File: src/rtl/split_gate_pkg.sv
package split_gate_pkg;
  localparam int CODE_W   = 3;
  localparam int POOL_MAX = 32;
  localparam int CNT_W    = $clog2(POOL_MAX + 1);

  typedef logic [CNT_W-1:0] cnt_t;
endpackage

File: src/rtl/split_limit_decode.sv
module split_limit_decode
  import split_gate_pkg::*;
(
  input  logic [CODE_W-1:0] code,
  output cnt_t              limit
);
  always_comb begin
    unique case (code)
      3'd0:    limit = cnt_t'(1);
      3'd1:    limit = cnt_t'(2);
      3'd2:    limit = cnt_t'(3);
      3'd3:    limit = cnt_t'(4);
      3'd4:    limit = cnt_t'(8);
      3'd5:    limit = cnt_t'(12);
      3'd6:    limit = cnt_t'(16);
      default: limit = cnt_t'(POOL_MAX);
    endcase
  end
endmodule

File: src/rtl/split_rr_arb.sv
module split_rr_arb (
  input  logic clk,
  input  logic rst_n,
  input  logic tx_req,
  input  logic rx_req,
  input  logic tx_ok,
  input  logic rx_ok,
  output logic tx_gnt,
  output logic rx_gnt
);
  logic tx_turn;
  logic tx_elig, rx_elig;

  assign tx_elig = tx_req && tx_ok;
  assign rx_elig = rx_req && rx_ok;

  always_comb begin
    tx_gnt = 1'b0;
    rx_gnt = 1'b0;
    if (tx_elig && rx_elig) begin
      tx_gnt = tx_turn;
      rx_gnt = !tx_turn;
    end else begin
      tx_gnt = tx_elig;
      rx_gnt = rx_elig;
    end
  end

  always_ff @(posedge clk) begin
    if (!rst_n)      tx_turn <= 1'b0;
    else if (tx_gnt) tx_turn <= 1'b0;
    else if (rx_gnt) tx_turn <= 1'b1;
  end

  // the two grants are never high together
  assert_one_grant_R6: assert property (@(posedge clk) disable iff (!rst_n)
    $onehot0({tx_gnt, rx_gnt}));
  // the loser of a contested cycle wins when both contend next
  assert_alternate_R6: assert property (@(posedge clk) disable iff (!rst_n)
    (tx_gnt && rx_elig) |=> (tx_elig && rx_elig) |-> rx_gnt);
endmodule

File: src/rtl/split_out_ctr.sv
module split_out_ctr
  import split_gate_pkg::*;
(
  input  logic clk,
  input  logic rst_n,
  input  logic issue,
  input  logic cpl_stb,
  output cnt_t cnt,
  output logic err
);
  logic retire;
  assign retire = cpl_stb && (cnt != '0);

  always_ff @(posedge clk) begin
    if (!rst_n) begin
      cnt <= '0;
      err <= 1'b0;
    end else begin
      if (issue && !retire)      cnt <= cnt + cnt_t'(1);
      else if (retire && !issue) cnt <= cnt - cnt_t'(1);
      if (cpl_stb && cnt == '0)  err <= 1'b1;
    end
  end

  // an idle cycle leaves the count unchanged
  assert_idle_stable_R7: assert property (@(posedge clk) disable iff (!rst_n)
    (!issue && !cpl_stb) |=> $stable(cnt));
  // a completion at zero with no issue keeps the count at zero
  assert_empty_cpl_R8: assert property (@(posedge clk) disable iff (!rst_n)
    (cpl_stb && cnt == '0 && !issue) |=> (cnt == '0) && err);
  // the error flag stays set until reset
  assert_err_sticky_R8: assert property (@(posedge clk) disable iff (!rst_n)
    err |=> err);
endmodule

File: src/rtl/split_req_gate.sv
module split_req_gate
  import split_gate_pkg::*;
#(
  parameter int SHARE_W = 5
) (
  input  logic               clk,
  input  logic               rst_n,
  input  logic               tx_req,
  output logic               tx_gnt,
  input  logic               rx_req,
  output logic               rx_gnt,
  input  logic               cpl_stb,
  input  logic [CODE_W-1:0]  max_code,
  input  logic [SHARE_W-1:0] share_lim,
  output logic [CNT_W-1:0]   out_cnt,
  output logic               cpl_err
);
  localparam int CMP_W = (SHARE_W > CNT_W) ? SHARE_W : CNT_W;

  cnt_t total_lim;
  logic below_total, below_share, tx_ok;

  split_limit_decode u_dec (.code(max_code), .limit(total_lim));

  assign below_total = out_cnt < total_lim;
  assign below_share = CMP_W'(out_cnt) < CMP_W'(share_lim);
  assign tx_ok       = below_total && ((share_lim == '0) || below_share);

  split_rr_arb u_arb (
    .clk(clk), .rst_n(rst_n),
    .tx_req(tx_req), .rx_req(rx_req),
    .tx_ok(tx_ok), .rx_ok(below_total),
    .tx_gnt(tx_gnt), .rx_gnt(rx_gnt)
  );

  split_out_ctr u_ctr (
    .clk(clk), .rst_n(rst_n),
    .issue(tx_gnt || rx_gnt), .cpl_stb(cpl_stb),
    .cnt(out_cnt), .err(cpl_err)
  );

  // no grant is given with the pool full
  assert_no_overflow_R3: assert property (@(posedge clk) disable iff (!rst_n)
    (tx_gnt || rx_gnt) |-> (out_cnt < total_lim));
  // transmit never passes a nonzero shared ceiling
  assert_tx_ceiling_R4: assert property (@(posedge clk) disable iff (!rst_n)
    (tx_gnt && share_lim != '0) |-> (CMP_W'(out_cnt) < CMP_W'(share_lim)));
  // no grant without its request
  assert_gnt_needs_req_R6: assert property (@(posedge clk) disable iff (!rst_n)
    (!tx_req -> !tx_gnt) && (!rx_req -> !rx_gnt));
endmodule

File: config.mk
export PLATFORM = sky130hd
export DESIGN_NAME = split_req_gate
export DESIGN_NICKNAME = d
export VERILOG_FILES = /design/src/rtl/split_gate_pkg.sv /design/src/rtl/split_limit_decode.sv /design/src/rtl/split_rr_arb.sv /design/src/rtl/split_out_ctr.sv /design/src/rtl/split_req_gate.sv
export SDC_FILE = /design/constraint.sdc
export NUM_CORES = 1
export LEC_CHECK = 0
export CAP_MARGIN = 0
export CORE_AREA = 8 8 53 55
export CTS_CLUSTER_SIZE = 28
export DETAILED_ROUTE_END_ITERATION = 8
export DIE_AREA = 0 0 61 63
export DONT_BUFFER_PORTS = 1
export PLACE_DENSITY_LB_ADDON = 0.1
export SLEW_MARGIN = 20
export SYNTH_ARGS = -nofsm -noshare
export SYNTH_HDL_FRONTEND = slang
export SYNTH_HIERARCHICAL = 1
export SYNTH_SLANG_ARGS = --single-unit
File: constraint.sdc
create_clock -name clk -period 6.3 [get_ports clk]
set_input_delay 1.89 -clock clk [delete_from_list [all_inputs] [get_ports clk]]
set_output_delay 1.89 -clock clk [all_outputs]
set_load 0.02 [all_outputs]
==> results.sh <==
export IMPL_worst_setup_path_end_kind="output pin"
export IMPL_p_per_area_nw_per_um2=536.3
export IMPL_antenna_found_initial=0
export IMPL_cts_tree="done"
export IMPL_worst_hold_path_endpoint="u_arb/tx_turn"
export IMPL_globalplace_congestion=0.7462
export IMPL_dp_cells=133
export IMPL_switching_share_pct=50.90
export IMPL_clockPowerShare_pct=8.2
export IMPL_seq_area_frac_synth_pct=18.58
export IMPL_num_rows=17
export IMPL_hold_viol=0
export IMPL_floorplan_initialDensity_pct=41.78
export IMPL_yosys_warnings=6
export IMPL_ff_latch_area_um2=160.2
export IMPL_synth_most_common_cell="ha_1"
export IMPL_cts_buffer_depth=2
export IMPL_die_w_um=61
export IMPL_syn_nets=135
export IMPL_cts_buffers=3
export IMPL_drv_slew=0
export IMPL_place_area_um2=885.9
export IMPL_yosys_area_share_simple_pct=24.96
export IMPL_r2r_slack_ps=2580
export IMPL_firstDrtPassIters=4
export IMPL_synth_xor_area_share_pct=4.064
export IMPL_fin_tns_setup_ps=0
export IMPL_routed_wl_mm=1.893
export IMPL_synth_edf_count=0
export IMPL_power_mw=0.4872
export IMPL_critPathLaunch="max_code[1]"
export IMPL_multi_input_area_um2=649.4
export IMPL_min_period_ps=5366
export IMPL_pwr_share_seq_pct=25.7
export IMPL_skew_ps=7.633
export IMPL_htree_levels=1
export IMPL_cts_root_buf="clkbuf_4"
export IMPL_coreArea_um2=2063
export IMPL_synth_compound_area_share_pct=22.50
export IMPL_p_leak_nw=0.4170
export IMPL_fillerInstances=224
export IMPL_synth_area_um2=862.1
export IMPL_cts_repair_resized=0
export IMPL_reg2reg_to="u_ctr/cnt[5]"
export IMPL_vias=757
export IMPL_grt_util_all_layers_pct=10.75
export IMPL_ant_nets=0
export IMPL_yosysTopAreaCellShare_pct=20.32
export IMPL_ir_worst_vdd_mv=0.2445
export IMPL_combPwrFrac_pct=66.2
export IMPL_holdPathStages=1
export IMPL_async_flop_share_pct=0
export IMPL_crit_fanout=5
export IMPL_clk_pin_slew_ps=60
export IMPL_vias_per_cell=5.566
export IMPL_p_switching_mw=0.2480
export IMPL_ioPinCount=22
export IMPL_cts_sinks=8
export IMPL_cp_required_ps=4410
export IMPL_drt_iter0_markers=17
export IMPL_synth_area_top_cells="ha_1 20%, dfxtp_1 19%, nand3_1 5.2%"
export IMPL_cp_start_kind="input port"
export IMPL_internal_power_mw=0.2392
export IMPL_synth_area_mux_share_pct=1.161
export IMPL_die_y_um=63
export IMPL_areaGrowthSynthToFinish_pct=5.370
export IMPL_overflow=0
export IMPL_tightestPinTransition_ps=547.7
export IMPL_dieArea_um2=3843
export IMPL_cts_hold_repair_buffers=0
export IMPL_drc=0
export IMPL_cap_violations=0
export IMPL_ys_ff_latch=8
export IMPL_synthAdderAreaFrac_pct=22.64
export IMPL_wl_per_cell_um=13.92
export IMPL_avgSynthCellArea_um2=8.057
export IMPL_slew_headroom_pct=63.31
export IMPL_grt_max_degree=14
export IMPL_synth_cell_types=40
export IMPL_clk_insertion_delay_late_ps=250
export IMPL_yosysTopAreaCell="ha_1"
export IMPL_nets=138
export IMPL_fmax_mhz=186.4
export IMPL_hp_class="register to register"
export IMPL_setup_violations=0
export IMPL_worstPathArrival_ps=3480
export IMPL_portBuffers=0
export IMPL_ys_flop_type="dfxtp_1"
export IMPL_path_class="input port to output pin"
export IMPL_cts_setup_buffers=0
export IMPL_r2r_cells=14
export IMPL_synth_common_cells="14 x ha_1, 11 x inv_1, 11 x nor2_1"
export IMPL_fin_util_pct=44.03
export IMPL_first_global_vias=752
export IMPL_status="completed"
export IMPL_min_from="u_arb/tx_turn"
export IMPL_reg2reg_from="u_ctr/cnt[4]"
export IMPL_post_dp_hpwl_mm=1.539
export IMPL_synth_top_family_by_area="simple AND/OR/NAND/NOR gates"
export IMPL_post_route_period_util_pct=85.18
export IMPL_drive_gt1_share_pct=10.19
export IMPL_num_antenna_cells=0
export IMPL_syn_inst=107
export IMPL_grt_pass1_wl_mm=3.256
export IMPL_rsz0062_at_grt="no"
export IMPL_final_cell_area_um2=908.4
export IMPL_instances_no_fill=136
[layout make-up]
type                    count  area share [%]
multi-input cells          86           71.49
inverters                  11           4.545
well taps                  28           3.857
flip-flops and latches      8           17.63
clock buffers               3           2.479
[logic make-up after synthesis]
| family | count (synthesis) |
|---|---|
| mux | 1 |
| simple gates | 42 |
| buf+inv | 13 |
| flops | 8 |
| fa+ha+maj | 15 |
| xor+xnor | 4 |
| compound gates | 24 |
[layer usage]
metal	track usage, %	vias up	routed length (um)
met3	2.469	2	79
met4	5.248	0	8
met2	17.59	8	1000
met5	0	-	0
met1	12.38	359	805
li1	-	388	-
[through the flow]
step                      setup WS (ps)  hold WS [ps]
final                             933.9         529.0
after global routing              836.4         564.5
after CTS                         908.7         537.7
after detailed placement          909.4         523.3
after global placement            921.3         504.8
after floorplan                    1011         487.4
[critical path, stage by stage]
cell      delay [ps]
and2b_1          190
o21a_1           120
inv_1             40
ha_1             260
nor2_1            40
o31a_1           300
a21boi_2         170
a31oi_1          480
[power by group through the flow]
stage / logic, mW / registers (mW) / clock network (mW)
global placement: 0.317 / 0.129 / 0
global route: 0.363 / 0.131 / 0.0468
finish: 0.322 / 0.125 / 0.0397
floorplan: 0.279 / 0.114 / 0
detailed placement: 0.321 / 0.129 / 0
CTS: 0.322 / 0.128 / 0.0420
[state kept, by name (all words and copies together) (netlist names)]
register       cells
u_arb/tx_turn      1
u_ctr/err          1
u_ctr/cnt          6
[how the worst max path moves through the flow]
| stage | to | slack, ps | cells past startpoint |
|---|---|---|---|
| finish | rx_gnt | 930 | 8 |
| global route | rx_gnt | 840 | 8 |
| CTS | rx_gnt | 910 | 8 |
| detailed placement | rx_gnt | 910 | 8 |
| global placement | rx_gnt | 920 | 8 |
| floorplan | rx_gnt | 1010 | 8 |
[cells in the final DEF (no fill, tap or decap)]
| cell | Yosys | final |
|---|---|---|
| dfxtp_1 | 8 | 8 |
| and3_2 | 1 | 1 |
| xnor2_1 | 3 | 3 |
| a21o_1 | 2 | 2 |
| nor2_1 | 11 | 11 |
| a41oi_1 | 1 | 1 |
| a21oi_1 | 4 | 4 |
| a211oi_2 | 2 | 2 |
| ha_1 | 14 | 14 |
| clkbuf_4 | 0 | 3 |
| o21ai_0 | 1 | 1 |
| nand2b_4 | 1 | 1 |
| o2111ai_1 | 1 | 1 |
| nand3_1 | 9 | 9 |
| o211a_1 | 1 | 1 |
| o21a_1 | 1 | 1 |
| xor2_1 | 1 | 1 |
| o311ai_0 | 1 | 1 |
| or2_2 | 1 | 1 |
| a31oi_1 | 1 | 1 |
| o211ai_1 | 2 | 2 |
| nor2b_1 | 2 | 2 |
| a31o_1 | 1 | 1 |
| nand2b_1 | 1 | 1 |
| and2_1 | 1 | 1 |
| a311oi_1 | 1 | 1 |
| o31a_1 | 2 | 2 |
| o21ba_2 | 1 | 1 |
| inv_1 | 11 | 11 |
| fa_1 | 1 | 1 |
| and2b_1 | 1 | 1 |
| a21boi_2 | 1 | 1 |
| nand2_1 | 9 | 9 |
| nand4_1 | 1 | 1 |
| mux2i_1 | 1 | 1 |
| a211oi_1 | 1 | 1 |
| and4b_1 | 1 | 1 |
| and2b_2 | 1 | 1 |
| nor3_1 | 2 | 2 |
Power figures use the tool's default switching activity.
